## src/rtl/uart_rf_pkg.sv

```systemverilog
package uart_rf_pkg;
  localparam int OFS_W = 6;

  localparam logic [OFS_W-1:0] OFS_LINE   = 6'h00;
  localparam logic [OFS_W-1:0] OFS_CTRL   = 6'h04;
  localparam logic [OFS_W-1:0] OFS_FIFO   = 6'h08;
  localparam logic [OFS_W-1:0] OFS_MODEM  = 6'h0C;
  localparam logic [OFS_W-1:0] OFS_STAT   = 6'h10;
  localparam logic [OFS_W-1:0] OFS_ERR    = 6'h14;
  localparam logic [OFS_W-1:0] OFS_FSTAT  = 6'h18;
  localparam logic [OFS_W-1:0] OFS_MSTAT  = 6'h1C;
  localparam logic [OFS_W-1:0] OFS_TXH    = 6'h20;
  localparam logic [OFS_W-1:0] OFS_RXH    = 6'h24;
  localparam logic [OFS_W-1:0] OFS_BAUD   = 6'h28;

  // general control bit positions
  localparam int CTL_LOOP  = 5;
  localparam int CTL_RXLVL = 8;
  localparam int CTL_TXLVL = 9;

  function automatic logic [31:0] fifo_store(input logic [31:0] w);
    return w & ~32'h0000_0006;
  endfunction

  function automatic logic [31:0] fifo_view(input logic [31:0] s);
    return s & ~32'h0000_0008;
  endfunction

  function automatic logic [31:0] modem_view(input logic [31:0] s);
    return s & 32'h0000_0011;
  endfunction

  function automatic logic [31:0] status_word(input logic avail);
    return 32'h0000_0006 | {31'd0, avail};
  endfunction
endpackage

```

## src/rtl/uart_rf_cfg.sv

```systemverilog
module uart_rf_cfg
  import uart_rf_pkg::*;
#(
  parameter int DATA_W = 32
) (
  input  logic              clk,
  input  logic              rst_n,
  input  logic              we,
  input  logic [OFS_W-1:0]  ofs,
  input  logic [DATA_W-1:0] wdata,
  output logic [DATA_W-1:0] line_q,
  output logic [DATA_W-1:0] ctrl_q,
  output logic [DATA_W-1:0] fifo_q,
  output logic [DATA_W-1:0] modem_q,
  output logic [DATA_W-1:0] baud_q
);
  always_ff @(posedge clk) begin
    if (!rst_n) begin
      line_q  <= '0;
      ctrl_q  <= '0;
      fifo_q  <= '0;
      modem_q <= '0;
      baud_q  <= '0;
    end else if (we) begin
      case (ofs)
        OFS_LINE:  line_q  <= wdata;
        OFS_CTRL:  ctrl_q  <= wdata;
        OFS_FIFO:  fifo_q  <= fifo_store(wdata);
        OFS_MODEM: modem_q <= wdata;
        OFS_BAUD:  baud_q  <= wdata;
        default: ;
      endcase
    end
  end
endmodule

```

## src/rtl/uart_rf_rxhold.sv

```systemverilog
module uart_rf_rxhold #(
  parameter int BYTE_W = 8
) (
  input  logic              clk,
  input  logic              rst_n,
  input  logic              lb_load,
  input  logic [BYTE_W-1:0] lb_byte,
  input  logic              in_valid,
  input  logic [BYTE_W-1:0] in_byte,
  output logic              in_ready,
  input  logic              rd_clr,
  input  logic              lvl_mode,
  input  logic              ctrl_wr,
  input  logic              ctrl_new_lvl,
  output logic              avail,
  output logic [BYTE_W-1:0] held,
  output logic              load_ev,
  output logic              irq_pulse,
  output logic              irq_level
);
  logic in_take;

  assign in_ready = !avail;
  assign in_take  = in_valid && in_ready;
  assign load_ev  = lb_load || in_take;

  always_ff @(posedge clk) begin
    if (!rst_n) begin
      avail     <= 1'b0;
      held      <= '0;
      irq_pulse <= 1'b0;
      irq_level <= 1'b0;
    end else begin
      // bus-side loopback has priority over the input stream
      if (lb_load)      held <= lb_byte;
      else if (in_take) held <= in_byte;

      if (load_ev)     avail <= 1'b1;
      else if (rd_clr) avail <= 1'b0;

      irq_pulse <= load_ev && !lvl_mode;

      if (load_ev && lvl_mode)              irq_level <= 1'b1;
      else if (ctrl_wr && !ctrl_new_lvl)    irq_level <= 1'b0;
      else if (rd_clr && lvl_mode)          irq_level <= 1'b0;
    end
  end
endmodule

```

## src/rtl/uart_rf_txpath.sv

```systemverilog
module uart_rf_txpath #(
  parameter int BYTE_W = 8
) (
  input  logic              clk,
  input  logic              rst_n,
  input  logic              tx_wr,
  input  logic [BYTE_W-1:0] tx_byte,
  input  logic              loop_en,
  input  logic              lvl_mode,
  input  logic              ctrl_wr,
  input  logic              ctrl_new_lvl,
  input  logic              out_ready,
  output logic              out_valid,
  output logic [BYTE_W-1:0] out_byte,
  output logic              irq_pulse,
  output logic              irq_level
);
  logic emit;

  assign emit = tx_wr && !loop_en;

  always_ff @(posedge clk) begin
    if (!rst_n) begin
      out_valid <= 1'b0;
      out_byte  <= '0;
      irq_pulse <= 1'b0;
      irq_level <= 1'b0;
    end else begin
      if (emit) begin
        out_valid <= 1'b1;
        out_byte  <= tx_byte;
      end else if (out_valid && out_ready) begin
        out_valid <= 1'b0;
      end

      irq_pulse <= tx_wr && !lvl_mode;

      if (ctrl_wr)               irq_level <= ctrl_new_lvl;
      else if (tx_wr && lvl_mode) irq_level <= 1'b1;
    end
  end
endmodule

```

## src/rtl/uart_regfront.sv

```systemverilog
module uart_regfront
  import uart_rf_pkg::*;
#(
  parameter int ADDR_W = 12,
  parameter int DATA_W = 32,
  parameter int BYTE_W = 8
) (
  input  logic              clk,
  input  logic              rst_n,
  input  logic [ADDR_W-1:0] bus_addr,
  input  logic              bus_wr,
  input  logic              bus_rd,
  input  logic [DATA_W-1:0] bus_wdata,
  output logic [DATA_W-1:0] bus_rdata,
  output logic              tx_valid,
  input  logic              tx_ready,
  output logic [BYTE_W-1:0] tx_data,
  input  logic              rx_valid,
  output logic              rx_ready,
  input  logic [BYTE_W-1:0] rx_data,
  output logic              irq_rx_pulse,
  output logic              irq_rx_level,
  output logic              irq_tx_pulse,
  output logic              irq_tx_level
);
  localparam int PAD_W = DATA_W - BYTE_W;

  logic [OFS_W-1:0]  ofs;
  logic [DATA_W-1:0] line_q, ctrl_q, fifo_q, modem_q, baud_q;
  logic [BYTE_W-1:0] held;

  // named internal events, used by the bound checker
  logic ev_ctrl_wr, ev_tx_wr, ev_rx_rd, ev_rx_load, rx_avail;
  logic loop_en, rx_lvl_mode, tx_lvl_mode;

  assign ofs         = bus_addr[OFS_W-1:0];
  assign ev_ctrl_wr  = bus_wr && (ofs == OFS_CTRL);
  assign ev_tx_wr    = bus_wr && (ofs == OFS_TXH);
  assign ev_rx_rd    = bus_rd && (ofs == OFS_RXH);
  assign loop_en     = ctrl_q[CTL_LOOP];
  assign rx_lvl_mode = ctrl_q[CTL_RXLVL];
  assign tx_lvl_mode = ctrl_q[CTL_TXLVL];

  uart_rf_cfg #(.DATA_W(DATA_W)) u_cfg (
    .clk     (clk),
    .rst_n   (rst_n),
    .we      (bus_wr),
    .ofs     (ofs),
    .wdata   (bus_wdata),
    .line_q  (line_q),
    .ctrl_q  (ctrl_q),
    .fifo_q  (fifo_q),
    .modem_q (modem_q),
    .baud_q  (baud_q)
  );

  uart_rf_rxhold #(.BYTE_W(BYTE_W)) u_rx (
    .clk          (clk),
    .rst_n        (rst_n),
    .lb_load      (ev_tx_wr && loop_en),
    .lb_byte      (bus_wdata[BYTE_W-1:0]),
    .in_valid     (rx_valid),
    .in_byte      (rx_data),
    .in_ready     (rx_ready),
    .rd_clr       (ev_rx_rd),
    .lvl_mode     (rx_lvl_mode),
    .ctrl_wr      (ev_ctrl_wr),
    .ctrl_new_lvl (bus_wdata[CTL_RXLVL]),
    .avail        (rx_avail),
    .held         (held),
    .load_ev      (ev_rx_load),
    .irq_pulse    (irq_rx_pulse),
    .irq_level    (irq_rx_level)
  );

  uart_rf_txpath #(.BYTE_W(BYTE_W)) u_tx (
    .clk          (clk),
    .rst_n        (rst_n),
    .tx_wr        (ev_tx_wr),
    .tx_byte      (bus_wdata[BYTE_W-1:0]),
    .loop_en      (loop_en),
    .lvl_mode     (tx_lvl_mode),
    .ctrl_wr      (ev_ctrl_wr),
    .ctrl_new_lvl (bus_wdata[CTL_TXLVL]),
    .out_ready    (tx_ready),
    .out_valid    (tx_valid),
    .out_byte     (tx_data),
    .irq_pulse    (irq_tx_pulse),
    .irq_level    (irq_tx_level)
  );

  always_comb begin
    case (ofs)
      OFS_LINE:  bus_rdata = line_q;
      OFS_CTRL:  bus_rdata = ctrl_q;
      OFS_FIFO:  bus_rdata = fifo_view(fifo_q);
      OFS_MODEM: bus_rdata = modem_view(modem_q);
      OFS_STAT:  bus_rdata = status_word(rx_avail);
      OFS_FSTAT: bus_rdata = {{(DATA_W-1){1'b0}}, rx_avail};
      OFS_RXH:   bus_rdata = {{PAD_W{1'b0}}, held};
      OFS_BAUD:  bus_rdata = baud_q;
      default:   bus_rdata = '0;
    endcase
  end
endmodule

```

## config.mk

```make
export PLATFORM = sky130hd
export DESIGN_NAME = uart_regfront
export DESIGN_NICKNAME = d
export VERILOG_FILES = /design/src/rtl/uart_rf_pkg.sv /design/src/rtl/uart_rf_cfg.sv /design/src/rtl/uart_rf_rxhold.sv /design/src/rtl/uart_rf_txpath.sv /design/src/rtl/uart_regfront.sv
export SDC_FILE = /design/constraint.sdc
export NUM_CORES = 1
export LEC_CHECK = 0
export ABC_AREA = 1
export BUFFER_PORTS_ARGS = -buffer_cell sky130_fd_sc_hd__buf_4
export CAP_MARGIN = 0
export CORE_MARGIN = 4
export CORE_UTILIZATION = 36
export DETAILED_ROUTE_END_ITERATION = 7
export GPL_TIMING_DRIVEN = 0
export PLACE_DENSITY = 0.64
export SKIP_LAST_GASP = 1
export SYNTH_ARGS = -nofsm -noshare
export SYNTH_HDL_FRONTEND = slang
export SYNTH_HIERARCHICAL = 1
export SYNTH_SLANG_ARGS = --single-unit
```

## constraint.sdc

```tcl
create_clock -name clk -period 1.8 [get_ports clk]
set_clock_uncertainty 0.05 [all_clocks]
set_input_delay 0 -clock clk [delete_from_list [all_inputs] [get_ports clk]]
set_output_delay 0 -clock clk [all_outputs]
set_load 0.02 [all_outputs]
```

## Word-level counts from Yosys, hierarchy flattened

Cells that the tools add are included.

| storage, ports and cells | value |
|---|---|
| memories | 0 |
| output and inout bits | 46 |
| memory bits (read-only) | 0 |
| bits in writable memories | 0 |
| bits in latches | 0 |
| flip-flop bits (word level) | 153 |

| cells by class | value |
|---|---|
| mux-type cells | 12 |
| multiply operators | 0 |
| equal/unequal tests | 8 |
| bitwise gates (word level) | 0 |
| add/sub/neg operators | 0 |
| reductions and logical operators | 30 |
| div/mod/pow operators | 0 |
| shifts and indexed selects | 0 |
| $lt $le $gt $ge | 0 |

Operators by type and width:

| kind | number |
|---|---|
| 32-bit case mux with 8 select lines | 1 |
| 6-bit equality test, second input constant | 3 |
| 8-bit two-way mux | 2 |
| 1-bit logical AND | 13 |
| 6-bit by 4-bit equality test with 1-bit output, second input constant | 2 |
| 6-bit by 5-bit equality test with 1-bit output, second input constant | 2 |
| 2-bit AND reduction | 5 |
| 1-bit two-way mux | 9 |
| 2-bit nonzero test | 4 |
| 6-bit by 3-bit equality test with 1-bit output, second input constant | 1 |
| 6-bit logical NOT | 1 |
| 1-bit logical NOT | 5 |
| 3-bit nonzero test | 1 |
| 1-bit logical OR | 1 |

## Depth between registers and ports, before layout

Gate-level depths: netlist (run 1).

| depth | value |
|---|---|
| depth after elaboration | 6 |
| mapped depth | 11 |
| gate-level depth less buffers | 9 |

## Hierarchy

Netlist (run 1), hierarchy kept.

Modules (own cells, without submodules):

| module | sequential area each (um2) | times used | cells each | area an instance (um2) |
|---|---|---|---|---|
| uart_rf_cfg | 3163.0 | 1 | 912 | 6366.1 |
| uart_regfront | 0.0 | 1 | 255 | 1168.6 |
| uart_rf_rxhold | 220.2 | 1 | 86 | 591.8 |
| uart_rf_txpath | 220.2 | 1 | 69 | 464.2 |

## Least setup slack after synthesis (run 1)

OpenSTA, ideal clock, no wires.

| path | value |
|---|---|
| path kind | input port to flip-flop |
| start point | in bus_addr[3] |
| end point | reg u_rx.held[1] |
| cell stages on the path | 11 |
| slack | 0.442 ns |
| path buffers | 2 |
| data arrival time | 1.195 ns |
| cells stage by stage | nor2_2 nand2_2 nor3_1 and2_1 buf_6 inv_8 buf_12 nand2_2 nand2_1 nor2_1 nor2_1 |

| between the ends | value |
|---|---|
| word-level cells in the longest chain between the ends | 4 |
| elaborated cells on any way between the ends | 5 |
| those cells by class | 1 x eq/ne; 1 x mux; 3 x reduce/logical |

Ends and longest elaborated chain:

| item | line | text |
|---|---|---|
| start: declaration | uart_regfront.sv:10 | `input logic [ADDR_W-1:0] bus_addr,` |
| 6-bit equality test (*) | uart_regfront.sv:38 | `assign ev_tx_wr = bus_wr && (ofs == OFS_TXH);` |
| 1-bit logical AND (*) | uart_regfront.sv:38 |  |
| net ev_tx_wr | uart_regfront.sv:33 | `logic ev_ctrl_wr, ev_tx_wr, ev_rx_rd, ev_rx_load, rx_avail;` |
| 1-bit logical AND (*) | uart_regfront.sv:60 | `.lb_load (ev_tx_wr && loop_en),` |
| 8-bit two-way mux or 2-bit nonzero test (tied branches) | - |  |
| end signal: assignment | uart_rf_rxhold.sv:35 | `if (lb_load) held <= lb_byte;` |
| end signal: assignment | uart_rf_rxhold.sv:36 | `else if (in_take) held <= in_byte;` |
| end: declaration | uart_rf_rxhold.sv:16 | `output logic [BYTE_W-1:0] held,` |

The timed path passes the listed nets; every way through them passes the cells marked *.
A chain may end at the register's enable or synchronous reset.

## Worst setup path after layout (run 1)

| path | value |
|---|---|
| start point | in bus_addr[1] |
| end point | out bus_rdata[15] |

| between the ends | value |
|---|---|
| word-level cells in the longest chain between the ends | 2 |
| elaborated cells on any way between the ends | 9 |
| those cells by class | 7 x eq/ne; 1 x mux; 1 x reduce/logical |

Ends and longest elaborated chain:

| item | line | text |
|---|---|---|
| 6-bit equality test, or another cell as far along | uart_regfront.sv:93 | `case (ofs)` |
| 32-bit case mux with 8 select lines (*) | uart_regfront.sv:93 |  |
| end: declaration | uart_regfront.sv:14 | `output logic [DATA_W-1:0] bus_rdata,` |

Every way passes the cells marked *; elsewhere a longest branch is shown, timed or not.

==> results of run 1 <==
## metrics by stage
| stage | std cells | util (%) | area (um2) | TNS (ns) | worst slack (ns) |
|---|---|---|---|---|---|
| floorplan | 1164 | - | 7470 | 0 | 0.442 |
| detailed placement | 1530 | 42.0 | 8530 | -1.45 | -0.254 |
| CTS | 1607 | 47.2 | 9580 | 0 | 0.0635 |
| global route | 1607 | 47.2 | 9580 | 0 | 0.0317 |
| global placement | 1530 | 42.0 | 8530 | -1.56 | -0.268 |
| finish | 1607 | 47.2 | 9580 | 0 | 0.174 |
## flip-flops by register name, summed over array words and instances (netlist names)
| signal | count |
|---|---|
| u_rx/irq_pulse | 1 |
| u_tx/irq_level | 1 |
| u_tx/irq_pulse | 1 |
| u_cfg/fifo_q | 29 |
| u_tx/out_valid | 1 |
| u_cfg/baud_q | 32 |
| u_rx/held | 8 |
| u_rx/avail | 1 |
| u_cfg/line_q | 32 |
| u_cfg/ctrl_q | 32 |
| u_rx/irq_level | 1 |
| u_tx/out_byte | 8 |
| u_cfg/modem_q | 2 |
## power breakdown
part           internal (mW)  switching, mW
registers               3.34         0.0206
logic                  0.277          0.412
clock network           2.13           1.46
total                   5.75           1.90
## metal layers
layer / up-vias / track usage [%] / share of wire, %
met5: - / 0 / 0
met4: 0 / 6.34 / 2.0
met3: 33 / 3.84 / 4.7
met2: 195 / 32.5 / 48
met1: 3495 / 25.5 / 46
li1: 3910 / - / -
## repair_timing
action | CTS | global route
gates resized for setup | 0 | 1
hold buffers | 45 | 0
endpoints found under the setup margin | 0 | 2
endpoints found under the hold margin | 146 | 0
## worst max path at each step
stage | end | startpoint | cells after the start
3_5_place_dp | u_rx/held[2] | bus_addr[3] | 12
2_1_floorplan | u_rx/held[1] | bus_addr[3] | 11
5_1_grt | bus_rdata[29] | bus_addr[1] | 8
6_report | bus_rdata[15] | bus_addr[1] | 8
3_3_place_gp | u_rx/held[2] | bus_addr[3] | 12
4_1_cts | u_tx/out_byte[5] | bus_addr[3] | 9
## cell type report
class	count	area, um2	share of cell area (%)
flip-flops and latches	149	2980	31.1
clock inverters	13	146	1.53
inverters	79	307	3.20
well taps	270	338	3.53
clock buffers	19	453	4.73
repair buffers	141	1170	12.2
multi-input cells	865	3700	38.6
plain buffers	71	482	5.03
## worst max-delay path, cell delays in order
cell     delay [ns]
buf_4          0.13
nor2_4         0.25
nand2_2        0.13
nor2_4         0.32
buf_2          0.33
nand2_1        0.09
nand4_1        0.14
buf_4          0.16
## cells in the final DEF, fill, tap and decap left out, types with 3 or more instances in the layout
cell             n
buf_1           13
buf_2           24
buf_4          111
buf_6           15
clkbuf_1         3
clkbuf_16       17
clkinv_4         4
dfxtp_1        149
dlygate4sd3_1   45
inv_1           74
inv_2            3
inv_6            3
nand2_1        354
nand2_2          4
nand2_4          3
nand3_1        115
nand3b_1         8
nand4_1         37
nor2_1         309
nor2_2           9
nor2_4           9
nor3_1           4
==> metrics.md, run 1 <==
| Metric | Value |
|---|---|
| I/O Buffers | `96` |
| Hold path start | `rst_n` |
| Worst EP arrival | `1.58 ns` |
| Max VDD drop | `0.000709 V` |
| IO Count | `104` |
| Clk slew on worst S/H paths | `0.07 ns` |
| Drt wl/cell | `14.3 um` |
| Fin crit period | `1.63 ns` |
| R2R setup slack | `0.29 ns` |
| Die Wd | `152 um` |
| Antenna cells | `0` |
| Via/cell ratio | `4.75` |
| Synth Warn # | `6` |
| Number of global-route vias before repair | `7196` |
| CTS HTree Levels | `4` |
| Final period util | `90.4%` |
| Post-route ant nets | `0` |
| Post-detail-place hpwl | `16.2 mm` |
| Longest Clk Path Bufs | `2` |
| Die area | `23100 um2` |
| Critical Path Source Type | `primary input` |
| Synthesis-to-layout area growth | `28.4%` |
| Slew HR | `54.5%` |
| RR Startpoint | `u_cfg/ctrl_q[5]` |
| Hold Path Class | `primary input to flip-flop` |
| PwrDens | `798 nW/um2` |
| WHS Path Cells | `4` |
| Die height | `152 um` |
| CTS tree | `yes` |
| Via count | `7633` |
| Total CTS buffers | `17` |
| Endpoints failing hold | `0` |
| RR Endpoint | `u_tx/out_byte[5]` |
| Largest net degree at the start of global routing | `17` |
| Post-CTS Setup Repair Bufs | `0` |
| R2r worst-path depth | `5` |
| Detailed Route WL | `22.9 mm` |
| Core area | `20300 um2` |
| Slew Viols, Final | `0` |
| MaxCap Viol Count | `0` |
| GRT Total Usage | `19.5%` |
| Crit end category | `output port` |
| Fillers | `2095` |
| CP required | `1.75 ns` |
| # DRC | `0` |
| Worst skew pair latency | `0.42 ns` |
| Row count | `52` |
| Worst-Margin Slew | `0.678 ns` |
| Initial antenna violation count | `0` |
| Total grt overflow | `0` |
| Unrepaired setup endpoints after global routing | `false` |
| Nets | `1382` |
| Lkg Pwr | `4.41 nW` |
| Outcome | `finished clean` |
| CTS Sinks | `149` |
| Root Buffer | `clkbuf_16` |
| 1st-pass router iterations | `5` |
| Share of layout cells above drive strength 1 | `16.3%` |
| Syn Std Cell Area | `7470 um2` |
| Hold_ws | `0.0325 ns` |
| Crit-path max FO | `10` |
| Initial core utilization | `36.8%` |
| Final Power | `7.64 mW` |
| WHS Endpoint | `u_cfg/line_q[28]` |
| Final setup vio count | `0` |
| Gp weighted congestion | `0.838` |
| Crit Path Class | `primary input to output port` |
| Fmax | `0.615 GHz` |
| First-pass GRT wire length | `36.8 mm` |
| Syn Area/Cell | `6.42 um2` |
| DR iter-0 viols | `590` |
| Mapped Cells | `1163` |
No activity file was read; power rests on OpenSTA's default activity.
==> inputs of run 2 (changes only) <==
CORE_ASPECT_RATIO = 0.75   (was not set)
==> run 2 against run 1 <==
Core utilization about the same. Sequential cell count is the same. Combinational power grew 0.7%. Hold slack worse by 0.026 ns. Wire length up 2.5%. Cell count rose by 0.81%. Via count is 1.4% higher. Clock power shrank 2%. Design area about the same. Global-route usage is 0.76 points higher. Sequential power about the same. Critical endpoint is now u_tx/out_byte[7].
==> metrics.md, run 2 (synthesis gave the netlist of run 1 again) <==
| Metric | Value |
|---|---|
| Outcome | `finished clean` |
| Longest Clk Path Bufs | `2 (unchanged)` |
| Synthesis-to-layout area growth | `28.5% (about the same)` |
| GRT Total Usage | `20.3% (+0.76 points)` |
| Largest regs | `u_cfg/baud_q (32), u_cfg/ctrl_q (32), u_cfg/line_q (32)` |
| Post-detail-place hpwl | `16.5 mm (+1.6%)` |
| Most frequent cells in the layout | `354 x nand2_1, 309 x nor2_1, 149 x dfxtp_1, 115 x nand3_1, 111 x buf_4` |
| Worst path cell trace | `buf_4, nor2_2, nand2_2, nor3_1, buf_4, nand3_1, nand2_1, dlygate4sd3_1, nor2_1` |
| Worst EP arrival | `1.98 ns (+0.40 ns)` |
| Gp weighted congestion | `0.865 (+3.3%)` |
| Lkg Pwr | `4.40 nW (-0.16%)` |
| Max VDD drop | `0.000441 V (-38%)` |
| Critical path buffers and inverters | `3 (unchanged)` |
| MaxCap Viol Count | `0 (unchanged)` |
| R2R setup slack | `0.27 ns (-0.02 ns)` |
| Commonest non-fill, non-tap cell in the layout | `nand2_1` |
| CTS tree | `yes` |
| Crit Path Class | `primary input to flip-flop` |
| Part of the power in registers | `44.2% (+0.3 points)` |
| RR Endpoint | `u_tx/out_byte[7]` |
| Core area | `20300 um2 (+0.13%)` |
| Worst-Margin Slew | `0.628 ns (-0.0503 ns)` |
| Drt wl/cell | `14.5 um (+1.6%)` |
| Slew HR | `58.2% (+3.7 points)` |
| Crit-path max cell delay | `0.54 ns (+0.21 ns)` |
| Via count | `7737 (+1.4%)` |
| Slew Viols, Final | `0 (unchanged)` |
| Die area | `23100 um2 (+0.10%)` |
| CP required | `2.08 ns (+0.33 ns)` |
| Total CTS buffers | `17 (unchanged)` |
| Final setup vio count | `0 (unchanged)` |
| I/O Buffers | `96 (unchanged)` |
| Top cell by count, worst path | `buf_4` |
| Share of layout cells above drive strength 1 | `16.3% (about the same)` |
| Root Buffer | `clkbuf_16` |
| Initial antenna violation count | `0 (unchanged)` |
| Worst skew pair latency | `0.43 ns (about the same)` |
| PwrDens | `792 nW/um2 (-0.73%)` |
| Setup TNS | `0 ns (unchanged)` |
| Core Util, Final | `47.2% (about the same)` |
| Clk pwr share | `46.7% (-0.3 points)` |
| RR Startpoint | `u_cfg/ctrl_q[5]` |
| Die Wd | `174 um (+15%)` |
| Number of global-route vias before repair | `7044 (-2.1%)` |
| Detailed Route WL | `23.5 mm (+2.5%)` |
| Crit-path max FO | `10 (unchanged)` |
| P_sw | `2.00 mW (+5.4%)` |
| Top delay family on crit path | `simple AND/OR/NAND/NOR gates` |
| # DRC | `0 (unchanged)` |
| Hold path start | `rst_n` |
| WHS Endpoint | `u_cfg/line_q[28]` |
| Slowest cell on the critical path | `dlygate4sd3_1` |
| Clk slew on worst S/H paths | `0.07 ns (about the same)` |
| Critical Path Source Type | `primary input` |
| Post-DP Area | `8540 um2 (+0.18%)` |
| Unrepaired setup endpoints after global routing | `false` |
| Antenna cells | `0 (unchanged)` |
| Fmax | `0.589 GHz (-4.2%)` |
| Nets | `1383 (+0.072%)` |
| IO Count | `104 (unchanged)` |
| Via/cell ratio | `4.78 (+0.55%)` |
| Final worst slack | `0.102 ns (-0.0718 ns)` |
| First-pass GRT wire length | `37.6 mm (+2.2%)` |
| Largest net degree at the start of global routing | `17 (unchanged)` |
| Die height | `133 um (-13%)` |
| Sw frac | `26.3% (+1.5 points)` |
| Hold Path Class | `primary input to flip-flop` |
| Final period util | `94.3% (+4.0 points)` |
| 1st-pass router iterations | `5 (unchanged)` |
| CTS HTree Levels | `4 (unchanged)` |
| DR iter-0 viols | `790 (+34%)` |
| R2r worst-path depth | `5 (unchanged)` |
| Crit end category | `flip-flop` |
| Final Instance Area | `9590 um2 (about the same)` |
| Endpoints failing hold | `0 (unchanged)` |
| Internal power | `5.60 mW (-2.6%)` |
| Comb power frac | `9.1% (about the same)` |
| Initial core utilization | `36.7% (-0.048 points)` |
| Post-route ant nets | `0 (unchanged)` |
| Post-place setup slack | `-0.160 ns (+0.0946 ns)` |
| Total grt overflow | `0 (unchanged)` |
| CTS Sinks | `149 (unchanged)` |
| Row count | `45 (-13%)` |
| Critical Path Start | `bus_addr[3]` |
| Fin crit period | `1.70 ns (+0.0718 ns)` |
| WHS Path Cells | `4 (unchanged)` |
| Fillers | `2078 (-0.81%)` |
==> run 2: cell count changes in the layout (fill, tap and decap cells not counted) <==
cell           before  now
bufinv_16           2    1
clkbuf_8            2    1
clkinv_2            2    1
clkinv_4            4    3
clkinvlp_4          2    3
dlygate4sd3_1      45   46
inv_8               1    4
==> run 2: tightest hold or removal path, delay by kind of cell <==
family	cells	cell delay (ns)
buffers and inverters	2	0.33
and+or+nand+nor	2	0.12
==> run 2: cell type report <==
cell class | count | area, um2 | area share [%]
repair buffers | 142 | 1180 | 12.3
multi-input cells | 865 | 3700 | 38.6
inverters | 79 | 307 | 3.20
clock buffers | 18 | 439 | 4.58
plain buffers | 71 | 482 | 5.02
clock inverters | 14 | 144 | 1.50
well taps | 282 | 353 | 3.68
flip-flops and latches | 149 | 2980 | 31.1
==> run 2: routing by layer <==
layer	GRT usage (%)	wire, um	vias up
met4	5.19	368	0
met3	3.91	1910	28
met5	0	0	-
li1	-	-	3907
met2	29.8	9820	290
met1	30.4	11400	3512
==> run 2: worst max path at each step <==
stage                             endpoint  slack [ns]  cells past startpoint
after floorplan               u_rx/held[1]        0.44                     11
after global placement        u_rx/held[1]       -0.14                     12
after detailed placement      u_rx/held[1]       -0.16                     12
after CTS                   u_tx/irq_level        0.14                      8
after global routing      u_tx/out_byte[7]        0.02                      9
final                     u_tx/out_byte[7]        0.10                      9
==> run 2: timing repair <==
item                                   4_1_cts  5_1_grt
resized for setup                            0        1
endpoints found under the hold margin      148        0
setup buffers                                0        0
hold buffers                                46        0
setup endpoints to repair                    0        1
==> run 2: metrics by stage <==
stage                     hold slack [ns]  instances  power [mW]
final                             0.00604       1620        7.60
after CTS                         0.00220       1620        7.63
after detailed placement            0.209       1542        4.04
after global placement              0.209       1542        4.03
after floorplan                     0.110       1164        3.79
after global routing               0.0427       1620        7.85
==> run 2: power by group through the flow <==
stage	logic, mW	clock network [mW]	registers, mW
detailed placement	0.604	0	3.43
global route	0.766	3.72	3.36
global placement	0.601	0	3.43
floorplan	0.361	0	3.43
finish	0.694	3.54	3.36
CTS	0.685	3.58	3.36
